$ cat config.mk
export PLATFORM = sky130hd
export DESIGN_NAME = block_admit
export DESIGN_NICKNAME = d
export VERILOG_FILES = /design/src/rtl/admit_pkg.sv /design/src/rtl/admit_ctrl.sv /design/src/rtl/admit_dp.sv /design/src/rtl/block_admit.sv
export SDC_FILE = /design/constraint.sdc
export NUM_CORES = 1
export LEC_CHECK = 0
export BUFFER_PORTS_ARGS = -buffer_cell sky130_fd_sc_hd__buf_2
export CAP_MARGIN = 25
export CELL_PAD_IN_SITES_DETAIL_PLACEMENT = 1
export CELL_PAD_IN_SITES_GLOBAL_PLACEMENT = 2
export CORE_MARGIN = 5
export CORE_UTILIZATION = 40
export DETAILED_ROUTE_END_ITERATION = 12
export GPL_ROUTABILITY_DRIVEN = 0
export PLACE_DENSITY_LB_ADDON = 0.1
export RECOVER_POWER = 50
export SYNTH_ARGS = -nofsm -noshare
export SYNTH_HDL_FRONTEND = slang
export SYNTH_HIERARCHICAL = 1
export SYNTH_SLANG_ARGS = --single-unit
export TNS_END_PERCENT = 5
$ cat constraint.sdc
create_clock -name clk -period 34.4 [get_ports clk]
set_input_delay 3.44 -clock clk [delete_from_list [all_inputs] [get_ports clk]]
set_output_delay 3.44 -clock clk [all_outputs]
set_load 0.01 [all_outputs]
$ cat src/rtl/admit_pkg.sv
package admit_pkg;
  // Strobes from the control to the datapath, one per state change.
  typedef struct packed {
    logic doAdmit;
    logic doRelease;
  } admitStrobe_t;
endpackage

$ cat src/rtl/admit_ctrl.sv
module admit_ctrl
  import admit_pkg::*;
(
  input  logic         reqValid,
  input  logic         relValid,
  input  logic         fitThreads,
  input  logic         fitRegs,
  input  logic         fitSlots,
  input  logic         fitCap,
  input  logic         oversize,
  output admitStrobe_t strobe,
  output logic         grant,
  output logic         tooBig
);
  logic allFit;

  always_comb begin
    allFit           = fitThreads & fitRegs & fitSlots & fitCap;
    tooBig           = reqValid & oversize;
    grant            = reqValid & ~oversize & allFit;
    strobe.doAdmit   = grant;
    strobe.doRelease = relValid;
  end
endmodule

$ cat src/rtl/admit_dp.sv
module admit_dp
  import admit_pkg::*;
#(
  parameter int MAX_THREADS = 1536,
  parameter int MAX_BLOCKS  = 8,
  parameter int MAX_REGS    = 32768,
  parameter int RPT_W       = 8
) (
  input  logic                             clk,
  input  logic                             rstN,
  input  admitStrobe_t                     strobe,
  input  logic                             relValid,
  input  logic [$clog2(MAX_THREADS+1)-1:0] reqThreads,
  input  logic [RPT_W-1:0]                 reqRpt,
  input  logic [$clog2(MAX_THREADS+1)-1:0] relThreads,
  input  logic [RPT_W-1:0]                 relRpt,
  input  logic [$clog2(MAX_BLOCKS+1)-1:0]  blockCap,
  output logic                             fitThreads,
  output logic                             fitRegs,
  output logic                             fitSlots,
  output logic                             fitCap,
  output logic                             oversize,
  output logic [$clog2(MAX_THREADS+1)-1:0] activeThreads,
  output logic [$clog2(MAX_BLOCKS+1)-1:0]  activeBlocks,
  output logic [$clog2(MAX_REGS+1)-1:0]    usedRegs,
  output logic [6:0]                       occupancyPct
);
  localparam int TCW = $clog2(MAX_THREADS + 1);
  localparam int BCW = $clog2(MAX_BLOCKS + 1);
  localparam int RCW = $clog2(MAX_REGS + 1);
  localparam int PW  = TCW + RPT_W;
  localparam int SW  = ((PW > RCW) ? PW : RCW) + 1;
  localparam int OW  = TCW + 8;

  logic [TCW-1:0] thrQ;
  logic [BCW-1:0] blkQ;
  logic [RCW-1:0] regQ;
  logic [6:0]     occQ;

  logic [SW-1:0]  reqRegs, relRegs;
  logic [SW-1:0]  afterThr, afterReg;
  logic [BCW-1:0] afterBlk;
  logic [SW-1:0]  nextThr, nextReg;
  logic [BCW-1:0] nextBlk;
  logic [OW-1:0]  scaled;

  // Freed resources are taken off first, so a same-cycle request sees them.
  always_comb begin
    reqRegs  = SW'(reqThreads) * SW'(reqRpt);
    relRegs  = SW'(relThreads) * SW'(relRpt);
    afterThr = SW'(thrQ) - (relValid ? SW'(relThreads) : '0);
    afterReg = SW'(regQ) - (relValid ? relRegs : '0);
    afterBlk = blkQ - (relValid ? BCW'(1) : '0);

    oversize   = (SW'(reqThreads) > SW'(MAX_THREADS)) || (reqRegs > SW'(MAX_REGS));
    fitThreads = (afterThr + SW'(reqThreads)) <= SW'(MAX_THREADS);
    fitRegs    = (afterReg + reqRegs) <= SW'(MAX_REGS);
    fitSlots   = afterBlk < BCW'(MAX_BLOCKS);
    fitCap     = afterBlk < blockCap;
  end

  // Next state after the strobes are applied.
  always_comb begin
    nextThr = (strobe.doRelease ? afterThr : SW'(thrQ))
            + (strobe.doAdmit ? SW'(reqThreads) : '0);
    nextReg = (strobe.doRelease ? afterReg : SW'(regQ))
            + (strobe.doAdmit ? reqRegs : '0);
    nextBlk = (strobe.doRelease ? afterBlk : blkQ)
            + (strobe.doAdmit ? BCW'(1) : '0);
    scaled  = OW'(TCW'(nextThr)) * OW'(100);
  end

  always_ff @(posedge clk) begin
    if (!rstN) begin
      thrQ <= '0;
      blkQ <= '0;
      regQ <= '0;
      occQ <= '0;
    end else begin
      thrQ <= TCW'(nextThr);
      blkQ <= nextBlk;
      regQ <= RCW'(nextReg);
      occQ <= 7'(scaled / OW'(MAX_THREADS));
    end
  end

  assign activeThreads = thrQ;
  assign activeBlocks  = blkQ;
  assign usedRegs      = regQ;
  assign occupancyPct  = occQ;
endmodule

$ cat src/rtl/block_admit.sv
module block_admit
  import admit_pkg::*;
#(
  parameter int MAX_THREADS = 1536,
  parameter int MAX_BLOCKS  = 8,
  parameter int MAX_REGS    = 32768,
  parameter int RPT_W       = 8
) (
  input  logic                             clk,
  input  logic                             rstN,
  input  logic                             reqValid,
  input  logic [$clog2(MAX_THREADS+1)-1:0] reqThreads,
  input  logic [RPT_W-1:0]                 reqRegsPerThread,
  input  logic                             relValid,
  input  logic [$clog2(MAX_THREADS+1)-1:0] relThreads,
  input  logic [RPT_W-1:0]                 relRegsPerThread,
  input  logic [$clog2(MAX_BLOCKS+1)-1:0]  blockCap,
  output logic                             grant,
  output logic                             tooBig,
  output logic [$clog2(MAX_THREADS+1)-1:0] activeThreads,
  output logic [$clog2(MAX_BLOCKS+1)-1:0]  activeBlocks,
  output logic [$clog2(MAX_REGS+1)-1:0]    usedRegs,
  output logic [6:0]                       occupancyPct
);
  admitStrobe_t strobe;
  logic fitThreads, fitRegs, fitSlots, fitCap, oversize;

  admit_ctrl u_ctrl (
    .reqValid  (reqValid),
    .relValid  (relValid),
    .fitThreads(fitThreads),
    .fitRegs   (fitRegs),
    .fitSlots  (fitSlots),
    .fitCap    (fitCap),
    .oversize  (oversize),
    .strobe    (strobe),
    .grant     (grant),
    .tooBig    (tooBig)
  );

  admit_dp #(
    .MAX_THREADS(MAX_THREADS),
    .MAX_BLOCKS (MAX_BLOCKS),
    .MAX_REGS   (MAX_REGS),
    .RPT_W      (RPT_W)
  ) u_dp (
    .clk          (clk),
    .rstN         (rstN),
    .strobe       (strobe),
    .relValid     (relValid),
    .reqThreads   (reqThreads),
    .reqRpt       (reqRegsPerThread),
    .relThreads   (relThreads),
    .relRpt       (relRegsPerThread),
    .blockCap     (blockCap),
    .fitThreads   (fitThreads),
    .fitRegs      (fitRegs),
    .fitSlots     (fitSlots),
    .fitCap       (fitCap),
    .oversize     (oversize),
    .activeThreads(activeThreads),
    .activeBlocks (activeBlocks),
    .usedRegs     (usedRegs),
    .occupancyPct (occupancyPct)
  );
endmodule

# Word-level counts from Yosys, hierarchy flattened
# Cells that the tools add are included.
[word_totals]
regBits = 38
in_bits = 46
out_inout_bits = 40
wordCells = 39
[op_classes]
n_addsub = 8
multipliers = 3
div_mod_pow = 1
order_cmp = 6
mux = 9
bitwise = 7
reduce_logical = 1
[ops]
columns = ["operator", "n"]
rows = [
  ["$mul 11x8->19", 2],
  ["$mux 11", 3],
  ["$mux 16", 2],
  ["$add 20x11->20", 1],
  ["$add 20x19->20", 1],
  ["$le 20x11->1 const B", 1],
  ["$le 20x16->1 const B", 1],
  ["$sub 16x19->20", 1],
  ["$div 18x11->19 const B", 1],
  ["$gt 19x16->1 const B", 1],
  ["$mux 19", 1],
  ["$add 16x16->16", 1],
  ["$mul 11x5->16 const B", 1],
  ["$sub 11x11->12", 1],
  ["$add 11x11->11", 1],
  ["$gt 11x11->1 const B", 1],
  ["$and 1x1->1", 6],
  ["$add 4x4->4", 1],
  ["$lt 4x4->1", 1],
  ["$lt 4x4->1 const B", 1],
  ["$mux 4", 1],
  ["$sub 4x4->4", 1],
  ["$mux 1", 2],
  ["$logic_or 1x1->1", 1],
  ["$not 1->1", 1],
]

# Depth between registers and ports, before layout
# Gate-level depths: netlist of the first run.
[depth]
word_depth = 13
depth_mapped = 77
mapped_depth_nobuf = 70

# Modules after synthesis
# Netlist of the first run, hierarchy kept.
[modules_own_cells]
columns = ["module", "instances", "cells_each", "area_each_um2", "seq_area_each_um2"]
rows = [
  ["admit_dp", 1, 1586, 12635.9, 760.7],
  ["admit_ctrl", 1, 5, 40.0, 0.0],
]

# Least setup slack after synthesis of the first run
# No wires, ideal clock.
[synth_path]
kind = "input to register"
from = "input port relRegsPerThread[4]"
to = "register u_dp.occQ[0] (netlist: u_dp/occupancyPct[0])"
setup_ns = 0.120
t_arrival_ns = 17.720
t_required_ns = 34.280
setup_slack_ns = 16.560
path_stages = 69
n_path_buf = 4
cell_sequence = "buf_1 and2_1 fa_1 fa_1 inv_1 fa_1 fa_1 inv_1 ha_1 inv_1 o21bai_1 a21oi_1 o21bai_1 a21oi_1 o21bai_1 a21oi_1 o21bai_1 a21oi_1 (+33 left out) inv_1 ha_1 a21oi_1 a21boi_0 o22ai_1 nor4b_1 a211oi_1 or2_2 o31a_1 nor3_1 a2111oi_1 mux2i_1 o31ai_1 mux2_2 o211a_1 a31oi_1 a32oi_1 o31a_1"
[synth_via]
elab_chain_cells = 13
[synth_lines]
columns = ["element", "line", "source"]
rows = [
  ["from (decl)", "block_admit.sv:16", "input logic [RPT_W-1:0] relRegsPerThread,"],
  ["$mul 11x8->19", "admit_dp.sv:50", "relRegs = SW'(relThreads) * SW'(relRpt);"],
  ["$mux 19", "admit_dp.sv:52", "afterReg = SW'(regQ) - (relValid ? relRegs : '0);"],
  ["$sub 16x19->20", "admit_dp.sv:52", ""],
  ["$add 20x19->20", "admit_dp.sv:57", "fitRegs = (afterReg + reqRegs) <= SW'(MAX_REGS);"],
  ["$le 20x16->1", "admit_dp.sv:57", ""],
  ["named net fitRegs", "block_admit.sv:26", "logic fitThreads, fitRegs, fitSlots, fitCap, oversize;"],
  ["$and 1x1->1 (3 in a row)", "admit_ctrl.sv:18", "allFit = fitThreads & fitRegs & fitSlots & fitCap;"],
  ["$and 1x1->1", "admit_ctrl.sv:20", "grant = reqValid & ~oversize & allFit;"],
  ["named net grant", "block_admit.sv:18", "output logic grant,"],
  ["$mux 11", "admit_dp.sv:65", "+ (strobe.doAdmit ? SW'(reqThreads) : '0);"],
  ["$add 11x11->11", "admit_dp.sv:65", ""],
  ["$mul 11x5->16", "admit_dp.sv:70", "scaled = OW'(TCW'(nextThr)) * OW'(100);"],
  ["$div 18x11->19", "admit_dp.sv:83", "occQ <= 7'(scaled / OW'(MAX_THREADS));"],
  ["to (signal assigned)", "admit_dp.sv:83", ""],
  ["to (decl)", "admit_dp.sv:38", "logic [6:0] occQ;"],
]
# The timed path passes the listed nets, and every way through them passes these cells.
# A chain may end at the register's enable or synchronous reset.

# Worst setup path after layout of the first run
[layout_path]
from = "input port relRegsPerThread[4]"
to = "register u_dp.occQ[0] (netlist: u_dp/occupancyPct[0])"
[layout_via]
elab_chain_cells = 13
[layout_lines]
columns = ["element", "line", "source"]
rows = [
  ["$mul 11x8->19", "admit_dp.sv:50", ""],
  ["$mux 19", "admit_dp.sv:52", ""],
  ["$sub 16x19->20", "admit_dp.sv:52", ""],
  ["$add 20x19->20", "admit_dp.sv:57", ""],
  ["$le 20x16->1", "admit_dp.sv:57", ""],
  ["named net fitRegs", "block_admit.sv:26", ""],
  ["$and 1x1->1 (3 in a row)", "admit_ctrl.sv:18", ""],
  ["$and 1x1->1", "admit_ctrl.sv:20", ""],
  ["$mux 11", "admit_dp.sv:65", ""],
  ["$add 11x11->11", "admit_dp.sv:65", ""],
  ["named net u_dp.nextThr[7]", "admit_dp.sv:43", "logic [SW-1:0] nextThr, nextReg;"],
  ["$mul 11x5->16", "admit_dp.sv:70", ""],
  ["$div 18x11->19", "admit_dp.sv:83", ""],
]
# The timed path passes the listed nets, and every way through them passes these cells.

==> impl_metrics.json, run 1 <==
{
  "grt_antenna_before_repair": 0,
  "synth-seq-cells": 38,
  "drc_errors": 0,
  "cts_hold_buf": 0,
  "rsz0062_at_grt": "false",
  "die_w_um": 188,
  "slew_viol_final": 0,
  "syn_inst": 1591,
  "status": "finished clean",
  "rows": 65,
  "critPathLaunchType": "input pin",
  "detail_route.first_pass.iterations": 4,
  "vias": 10900,
  "fin_util": 0.430,
  "cts_root_buf": "clkbuf_16",
  "grt_max_degree": 64,
  "critPathMaxFanout": 28,
  "pre_cts_ws_ns": 14.71,
  "use_met2": 0.369,
  "ctsResizeCount": 0,
  "crit_required_ns": 34.59,
  "drt_wl_total_um": 37500,
  "syn-num-nets": 1960,
  "initial_core_util": 0.404,
  "grt_pass1_vias": 11700,
  "fillerInstances": 3908,
  "die_area_um2": 35300,
  "fmax_mhz": 50.9,
  "synth_edf_count": 0,
  "synth_area_leaders": "ha_1, fa_1, inv_1",
  "drt-initial-drc-count": 374,
  "core_area_um2": 31400,
  "synth_cell_type_count": 79,
  "cts.sinks": 38,
  "avgRoutedWirePerCell_um": 18.5,
  "critical_path.top_delay_family": "compound AO/OA/AOI/OAI gates",
  "synth_area_um2": 12700,
  "finClkSkew_ns": 0.00884,
  "grt-ovfl-total": 0,
  "grtUsageTotal": 0.214,
  "timing.final.crit_share": 0.571,
  "cp-end-kind": "flip-flop",
  "clkTransAtPathRegs_ns": 0.06,
  "grt_first_pass_wirelength_um": 61600,
  "fin_nets": 1997,
  "async_flop_share": 0,
  "use_met1": 0.297,
  "htree_levels": 2,
  "die_y_um": 188,
  "arrival_ns": 19.83,
  "clock_latency_ns": 0.30,
  "synth_area_leader_cell": "ha_1",
  "setup_viol": 0,
  "synthToLayoutAreaGrowth_pct": 6.59,
  "period_needed_ns": 19.64,
  "ys_seq_area_frac": 0.0600,
  "hold_viol_final": 0,
  "drive_above_1_share": 0.0632,
  "ys.flop_type": "dfxtp_1",
  "yosys.area.top_type_share": 0.201,
  "via_per_inst": 5.37,
  "cpPeakStageDelay_ns": 0.80,
  "busiest_layer": "met2",
  "relSlewSlack": 0.303,
  "met3_usage": 0.0229,
  "drtAntennaViolNets": 0,
  "worstMarginPinSlew_ns": 1.05,
  "io_buffer_count": 85,
  "antenna-diode-count": 0,
  "cts_tree": "yes",
  "avgSynthCellArea_um2": 7.97,
  "fin_hold_ws_ns": 0.755,
  "cp_slowest_cell": "clkbuf_1",
  "clk_path_buf_depth": 2,
  "numCtsBuffers": 5,
  "worstSetupPathType": "input pin to flip-flop",
  "postCtsSetupRepairBufs": 0,
  "tns_ns": 0,
  "worstPathBufferInverterCount": 10,
  "dp_hpwl_um": 31700,
  "yosys_warnings": 6,
  "fin_ws_ns": 14.76,
  "ios": 86,
  "hp-class": "flip-flop to flip-flop",
  "maxCapViolations": 0
}
[worst register-to-register path, delay by kind of cell, from the launching register on]
kind / cells / cell delay [ns]
XOR/XNOR: 2 / 0.64
multiplexers: 2 / 0.68
adder cells (fa/ha/maj): 8 / 2.62
flip-flops: 1 / 0.32
AO/OA/AOI/OAI: 29 / 5.65
buffers and inverters: 8 / 1.48
AND/OR/NAND/NOR: 16 / 3.21
[through the flow]
step / std cells / cell area [µm²]
final: 2031 / 13500
after global routing: 2031 / 13500
after CTS: 2030 / 13600
after detailed placement: 2022 / 13400
after global placement: 2022 / 13400
after floorplan: 1591 / 12700
[registers in the layout (all words and copies together) (netlist names)]
signal	flops
u_dp/usedRegs	16
u_dp/occupancyPct	7
u_dp/activeBlocks	4
u_dp/activeThreads	11
[worst paths after layout]
path	start	end	slack, ns	depth (start not counted)
worst max-delay path	relRegsPerThread[4]	u_dp/occupancyPct[0]$_SDFF_PN0_	14.76	69
worst min-delay path	u_dp/usedRegs[15]$_SDFF_PN0_	u_dp/usedRegs[15]$_SDFF_PN0_	0.75	3
worst max register to register	u_dp/usedRegs[0]$_SDFF_PN0_	u_dp/occupancyPct[0]$_SDFF_PN0_	19.72	65
worst min register to register	u_dp/usedRegs[15]$_SDFF_PN0_	u_dp/usedRegs[15]$_SDFF_PN0_	0.75	3
[area by class of cell]
class | count | area [µm²] | share of cell area
multi-input combinational | 1264 | 10800 | 0.799
inverter | 230 | 863 | 0.0639
sequential | 38 | 761 | 0.0563
tap | 402 | 503 | 0.0372
timing repair buffer | 89 | 402 | 0.0297
clock buffer | 5 | 125 | 0.00926
clock inverter | 3 | 68.8 | 0.00509
[layout by cell type (no fill, tap or decap), types with 19 or more instances in the layout]
master / netlist / layout
a21o_1: 19 / 19
a21oi_1: 94 / 94
and2_1: 125 / 125
buf_2: 3 / 48
clkbuf_1: 35 / 39
dfxtp_1: 38 / 38
fa_1: 119 / 119
ha_1: 204 / 204
inv_1: 227 / 227
mux2_2: 23 / 23
nand2_1: 167 / 167
nor2_1: 92 / 92
nor3_1: 20 / 20
o21ai_0: 43 / 43
o21bai_1: 44 / 44
xnor2_1: 88 / 88
xor2_1: 29 / 29
[synth_stat cells (6+ instances only)]
| cell | instances |
|---|---|
| inv_1 | 227 |
| ha_1 | 204 |
| nand2_1 | 167 |
| and2_1 | 125 |
| fa_1 | 119 |
| a21oi_1 | 94 |
| nor2_1 | 92 |
| xnor2_1 | 88 |
| o21bai_1 | 44 |
| o21ai_0 | 43 |
| dfxtp_1 | 38 |
| clkbuf_1 | 35 |
| xor2_1 | 29 |
| mux2_2 | 23 |
| nor3_1 | 20 |
| a21o_1 | 19 |
| buf_1 | 15 |
| nand3_1 | 13 |
| nor4_1 | 13 |
| o21a_1 | 12 |
| mux2i_1 | 10 |
| a211oi_1 | 9 |
| a21boi_0 | 9 |
| nor2b_1 | 9 |
| o31a_1 | 9 |
| nand2b_1 | 8 |
| a31oi_1 | 6 |
| nand4_1 | 6 |
| o211ai_1 | 6 |
[metal layers]
metal | wire (µm) | vias to the layer above | share of wire
met5 | 0 | - | 0
met4 | 556 | 0 | 0.015
met2 | 17600 | 132 | 0.47
li1 | - | 5352 | -
met1 | 18400 | 5398 | 0.49
met3 | 881 | 27 | 0.024
[logic make-up (layout without fill, tap and decap cells)]
family | after synthesis | in the layout | share of synthesized area
xor gates and xnor gates | 117 | 117 | 0.0808
buffers and inverters | 289 | 327 | 0.0888
DFF | 38 | 38 | 0.0600
and+or+nand+nor | 492 | 492 | 0.194
muxes | 34 | 34 | 0.0292
AOI/OAI and AO/OA | 297 | 297 | 0.157
adders and majority gates | 324 | 324 | 0.390
Power of run 1 is left out: the tool's default activity adds up to more than one toggle a clock period on the data nets, which glitch-free logic cannot reach.
==> run 2, diff against run 1 <==
- CORE_UTILIZATION: 40 -> 39
- clock period: 34.4 -> 18.5 ns (I/O delays scaled with it)
==> run 2 against run 1 <==
Compared with the run above:
- critical path depth fell by 5
- register-to-register slack got worse by 15 ns
- largest cell class unchanged
- critical endpoint unchanged
- die area is 2.4% higher
==> impl_metrics.json, run 2 (synthesized netlist as in run 1, its figures left out) <==
{
  "cts.sinks": 38,
  "status": "finished clean",
  "tns_ns": 0,
  "htree_levels": 2,
  "grt_first_pass_wirelength_um": 61400,
  "drt_wl_total_um": 37500,
  "die_area_um2": 36200,
  "largest_reg_flops": 16,
  "drt-initial-drc-count": 355,
  "cp_slowest_cell": "or4_1",
  "setup_viol": 0,
  "dp_hpwl_um": 31800,
  "synthToLayoutAreaGrowth_pct": 7.50,
  "slew_viol_final": 0,
  "arrival_ns": 17.22,
  "clock_latency_ns": 0.31,
  "drive_above_1_share": 0.0705,
  "cts_hold_buf": 0,
  "die_w_um": 190,
  "numCtsBuffers": 5,
  "ios": 86,
  "cts_tree": "yes",
  "clkTransAtPathRegs_ns": 0.07,
  "cp-end-kind": "flip-flop",
  "grt-ovfl-total": 0,
  "mostFrequentLayoutCell": "inv_1",
  "hp-class": "flip-flop to flip-flop",
  "drc_errors": 0,
  "crit_required_ns": 18.69,
  "core_area_um2": 32300,
  "die_y_um": 190,
  "antenna-diode-count": 0,
  "cpPeakStageDelay_ns": 0.62,
  "cp_common_cell": "ha_1",
  "clk_path_buf_depth": 2,
  "critPathMaxFanout": 12,
  "use_met2": 0.362,
  "grt_pass1_vias": 11500,
  "io_buffer_count": 85,
  "drtAntennaViolNets": 0,
  "period_needed_ns": 17.04,
  "grtUsageTotal": 0.211,
  "reg2reg_setup_slack_ns": 4.76,
  "worstSetupPathType": "input pin to flip-flop",
  "hold_viol_final": 0,
  "fmax_mhz": 58.7,
  "use_met1": 0.298,
  "relSlewSlack": 0.447,
  "timing.final.crit_share": 0.921,
  "final_cell_mix": "inv_1, ha_1, nand2_1",
  "via_per_inst": 5.23,
  "finClkSkew_ns": 0.0150,
  "grt_max_degree": 53,
  "grt_antenna_before_repair": 0,
  "initial_core_util": 0.393,
  "critPathLaunchType": "input pin",
  "avgRoutedWirePerCell_um": 18.1,
  "met3_usage": 0.0189,
  "detail_route.first_pass.iterations": 5,
  "rows": 66,
  "fin_nets": 2000,
  "cts_root_buf": "clkbuf_16",
  "worstMarginPinSlew_ns": 0.824,
  "vias": 10800,
  "maxCapViolations": 0,
  "busiest_layer": "met2",
  "rsz0062_at_grt": "false"
}
## run 2: area by class of cell
cell class | count | area, µm²
clock buffer | 6 | 139
clock inverter | 2 | 12.5
fill | 3998 | 18700
inverter | 230 | 863
multi-input combinational | 1264 | 10900
sequential | 38 | 761
tap | 442 | 553
timing repair buffer | 92 | 429
## run 2: through the flow
step | setup slack (ns) | area, µm² | hold slack, ns | cells | utilization
after floorplan | 2.25 | 12700 | 0.667 | 1591 | -
after global placement | 0.653 | 13400 | 0.737 | 2065 | 0.416
after detailed placement | 0.428 | 13400 | 0.745 | 2065 | 0.416
after CTS | 0.682 | 13600 | 0.761 | 2073 | 0.421
after global routing | 0.227 | 13600 | 0.809 | 2074 | 0.422
final | 1.46 | 13600 | 0.772 | 2074 | 0.422
## run 2: worst paths after layout
kind / start / endpoint / depth (start not counted)
worst min-delay path: u_dp/activeBlocks[3]$_SDFF_PN0_ / u_dp/activeBlocks[3]$_SDFF_PN0_ / 3
worst max-delay path: relRegsPerThread[4] / u_dp/occupancyPct[0]$_SDFF_PN0_ / 64
worst max register to register: u_dp/usedRegs[0]$_SDFF_PN0_ / u_dp/occupancyPct[0]$_SDFF_PN0_ / 60
worst min register to register: u_dp/activeBlocks[3]$_SDFF_PN0_ / u_dp/activeBlocks[3]$_SDFF_PN0_ / 3
## run 2: timing repair
item,CTS,global route
setup endpoints to repair,0,4
gates resized for setup,0,13
buffers inserted,0,1
## run 2: critical path, delay by kind of cell
family | cells | cell delay [ns]
xor+xnor | 5 | 1.13
mux | 1 | 0.46
simple gates | 17 | 3.63
fa+ha+maj | 13 | 5.03
compound gates | 22 | 4.53
buf+inv | 6 | 0.57
## run 2: routing by layer
metal / vias up / wire length, µm
li1: 5352 / -
met1: 5351 / 18600
met2: 119 / 17600
met3: 17 / 916
met4: 0 / 391
met5: - / 0
Power of run 2 is left out for the same reason.
==> run 3, diff against run 2 <==
- GPL_TIMING_DRIVEN: not set -> 0
==> run 3 against run 2 <==
Compared with the run above:
- sequential share of layout area decreased by 0.13 points
- highest routed layer unchanged
- final cell count increased by 2.4%
- clock skew decreased by 0.0060 ns
- design area increased by 2.4%
- routed wire length increased by 1.6%
- first-iteration DRC count increased by 2.0%
- setup slack got worse by 0.41 ns
- critical path depth increased by 5
- worst hold slack got worse by 0.056 ns
- largest cell class unchanged
- critical endpoint unchanged
- via count increased by 3.0%
- fmax decreased by 2.4%
==> impl_metrics.json, run 3 (synthesized netlist as in run 1, its figures left out) <==
{
  "relSlewSlack": 0.425,
  "ios": 86,
  "cp_slowest_cell": "fa_1",
  "dr.max_layer_used": "met4",
  "fin_util": 0.432,
  "cp-end-kind": "flip-flop",
  "drc_errors": 0,
  "period_needed_ns": 17.45,
  "clock_latency_ns": 0.31,
  "wl_met3_um": 938,
  "grt-ovfl-total": 0,
  "dp_hpwl_um": 32700,
  "crit_required_ns": 18.69,
  "final_cell_mix": "inv_1, ha_1, nand2_1",
  "fillerInstances": 3982,
  "rsz0062_at_grt": "false",
  "drive_above_1_share": 0.0779,
  "grt_antenna_before_repair": 0,
  "fin_hold_ws_ns": 0.716,
  "finClkSkew_ns": 0.00903,
  "arrival_ns": 17.64,
  "cpPeakStageDelay_ns": 0.57,
  "worstSetupPathType": "input pin to flip-flop",
  "via_per_inst": 5.26,
  "avgRoutedWirePerCell_um": 17.9,
  "vias": 11200,
  "cts_tree": "yes",
  "slew_viol_final": 0,
  "io_buffer_count": 78,
  "dr_wl_met2_um": 18300,
  "drtAntennaViolNets": 0,
  "numCtsBuffers": 5,
  "critPathLaunchType": "input pin",
  "cts_hold_buf": 0,
  "detail_route.first_pass.iterations": 5,
  "cts.sinks": 38,
  "hp-class": "flip-flop to flip-flop",
  "drt_wl_total_um": 38100,
  "cts_root_buf": "clkbuf_16",
  "clk_path_buf_depth": 2,
  "htree_levels": 2,
  "core_area_um2": 32300,
  "mostFrequentLayoutCell": "inv_1",
  "worstMarginPinSlew_ns": 0.857,
  "fmax_mhz": 57.3,
  "setup_viol": 0,
  "fin_nets": 2049,
  "initial_core_util": 0.393,
  "maxCapViolations": 0,
  "timing.final.crit_share": 0.943,
  "clkTransAtPathRegs_ns": 0.07,
  "grtUsageTotal": 0.214,
  "grt_pass1_vias": 12000,
  "pre_cts_ws_ns": -0.983,
  "tns_ns": 0,
  "synthToLayoutAreaGrowth_pct": 10.1,
  "die_area_um2": 36200,
  "die_y_um": 190,
  "largest_reg_flops": 16,
  "grt_max_degree": 20,
  "critical_path.top_delay_family": "compound AO/OA/AOI/OAI gates",
  "met1_length_um": 18300,
  "critPathMaxFanout": 10,
  "grt_first_pass_wirelength_um": 62100,
  "fin_ws_ns": 1.05,
  "hold_viol_final": 0,
  "die_w_um": 190,
  "status": "finished clean",
  "worstPathBufferInverterCount": 11,
  "rows": 66,
  "cp_common_cell": "a21oi_1",
  "antenna-diode-count": 0,
  "drt-initial-drc-count": 362
}
==> run 3: changes by cell type in the layout (fill, tap and decap cells not counted), moves of 3 or more <==
| cell | delta |
|---|---|
| nor3_1 | -3 |
| clkbuf_1 | +32 |
| buf_6 | +5 |
| buf_2 | -3 |
| buf_1 | +12 |
==> run 3: area by class of cell <==
| cell class | count | area, µm² | share of cell area |
|---|---|---|---|
| Clock inverter | 2 | 60.1 | 0.00430 |
| Sequential cell | 38 | 761 | 0.0545 |
| Clock buffer | 6 | 139 | 0.00995 |
| Inverter | 230 | 863 | 0.0619 |
| Tap cell | 442 | 553 | 0.0396 |
| Timing Repair Buffer | 86 | 399 | 0.0286 |
| Multi-Input combinational cell | 1264 | 10900 | 0.783 |
| Buffer | 55 | 254 | 0.0182 |
==> run 3: worst paths after layout <==
path,depth (start not counted),start,slack (ns),endpoint
worst max register to register,65,u_dp/usedRegs[0]$_SDFF_PN0_,4.54,u_dp/occupancyPct[0]$_SDFF_PN0_
worst min register to register,3,u_dp/usedRegs[15]$_SDFF_PN0_,0.72,u_dp/usedRegs[15]$_SDFF_PN0_
worst max-delay path,69,relRegsPerThread[4],1.05,u_dp/occupancyPct[0]$_SDFF_PN0_
worst min-delay path,3,u_dp/usedRegs[15]$_SDFF_PN0_,0.72,u_dp/usedRegs[15]$_SDFF_PN0_
==> run 3: repair_timing <==
action	CTS	global route
gates resized for setup	8	22
setup endpoints to repair	4	5
buffers inserted	0	7
pin swaps	0	7
==> run 3: layer usage <==
layer,vias up,track usage
li1,5454,-
met2,140,0.378
met4,0,0.0373
met3,31,0.0179
met1,5541,0.288
met5,-,0
==> run 3: stage by stage <==
step	cell area, µm²	instances
floorplan	12700	1591
CTS	13900	2118
finish	14000	2123
detailed placement	13600	2112
global route	14000	2123
global placement	13600	2111
==> run 3: worst min-delay path: stages, from the launching register on <==
cell and delay [ns]:
dfxtp_1 0.34, mux2i_1 0.17, xnor2_1 0.10, nor2_1 0.07
Power of run 3 is left out for the same reason.
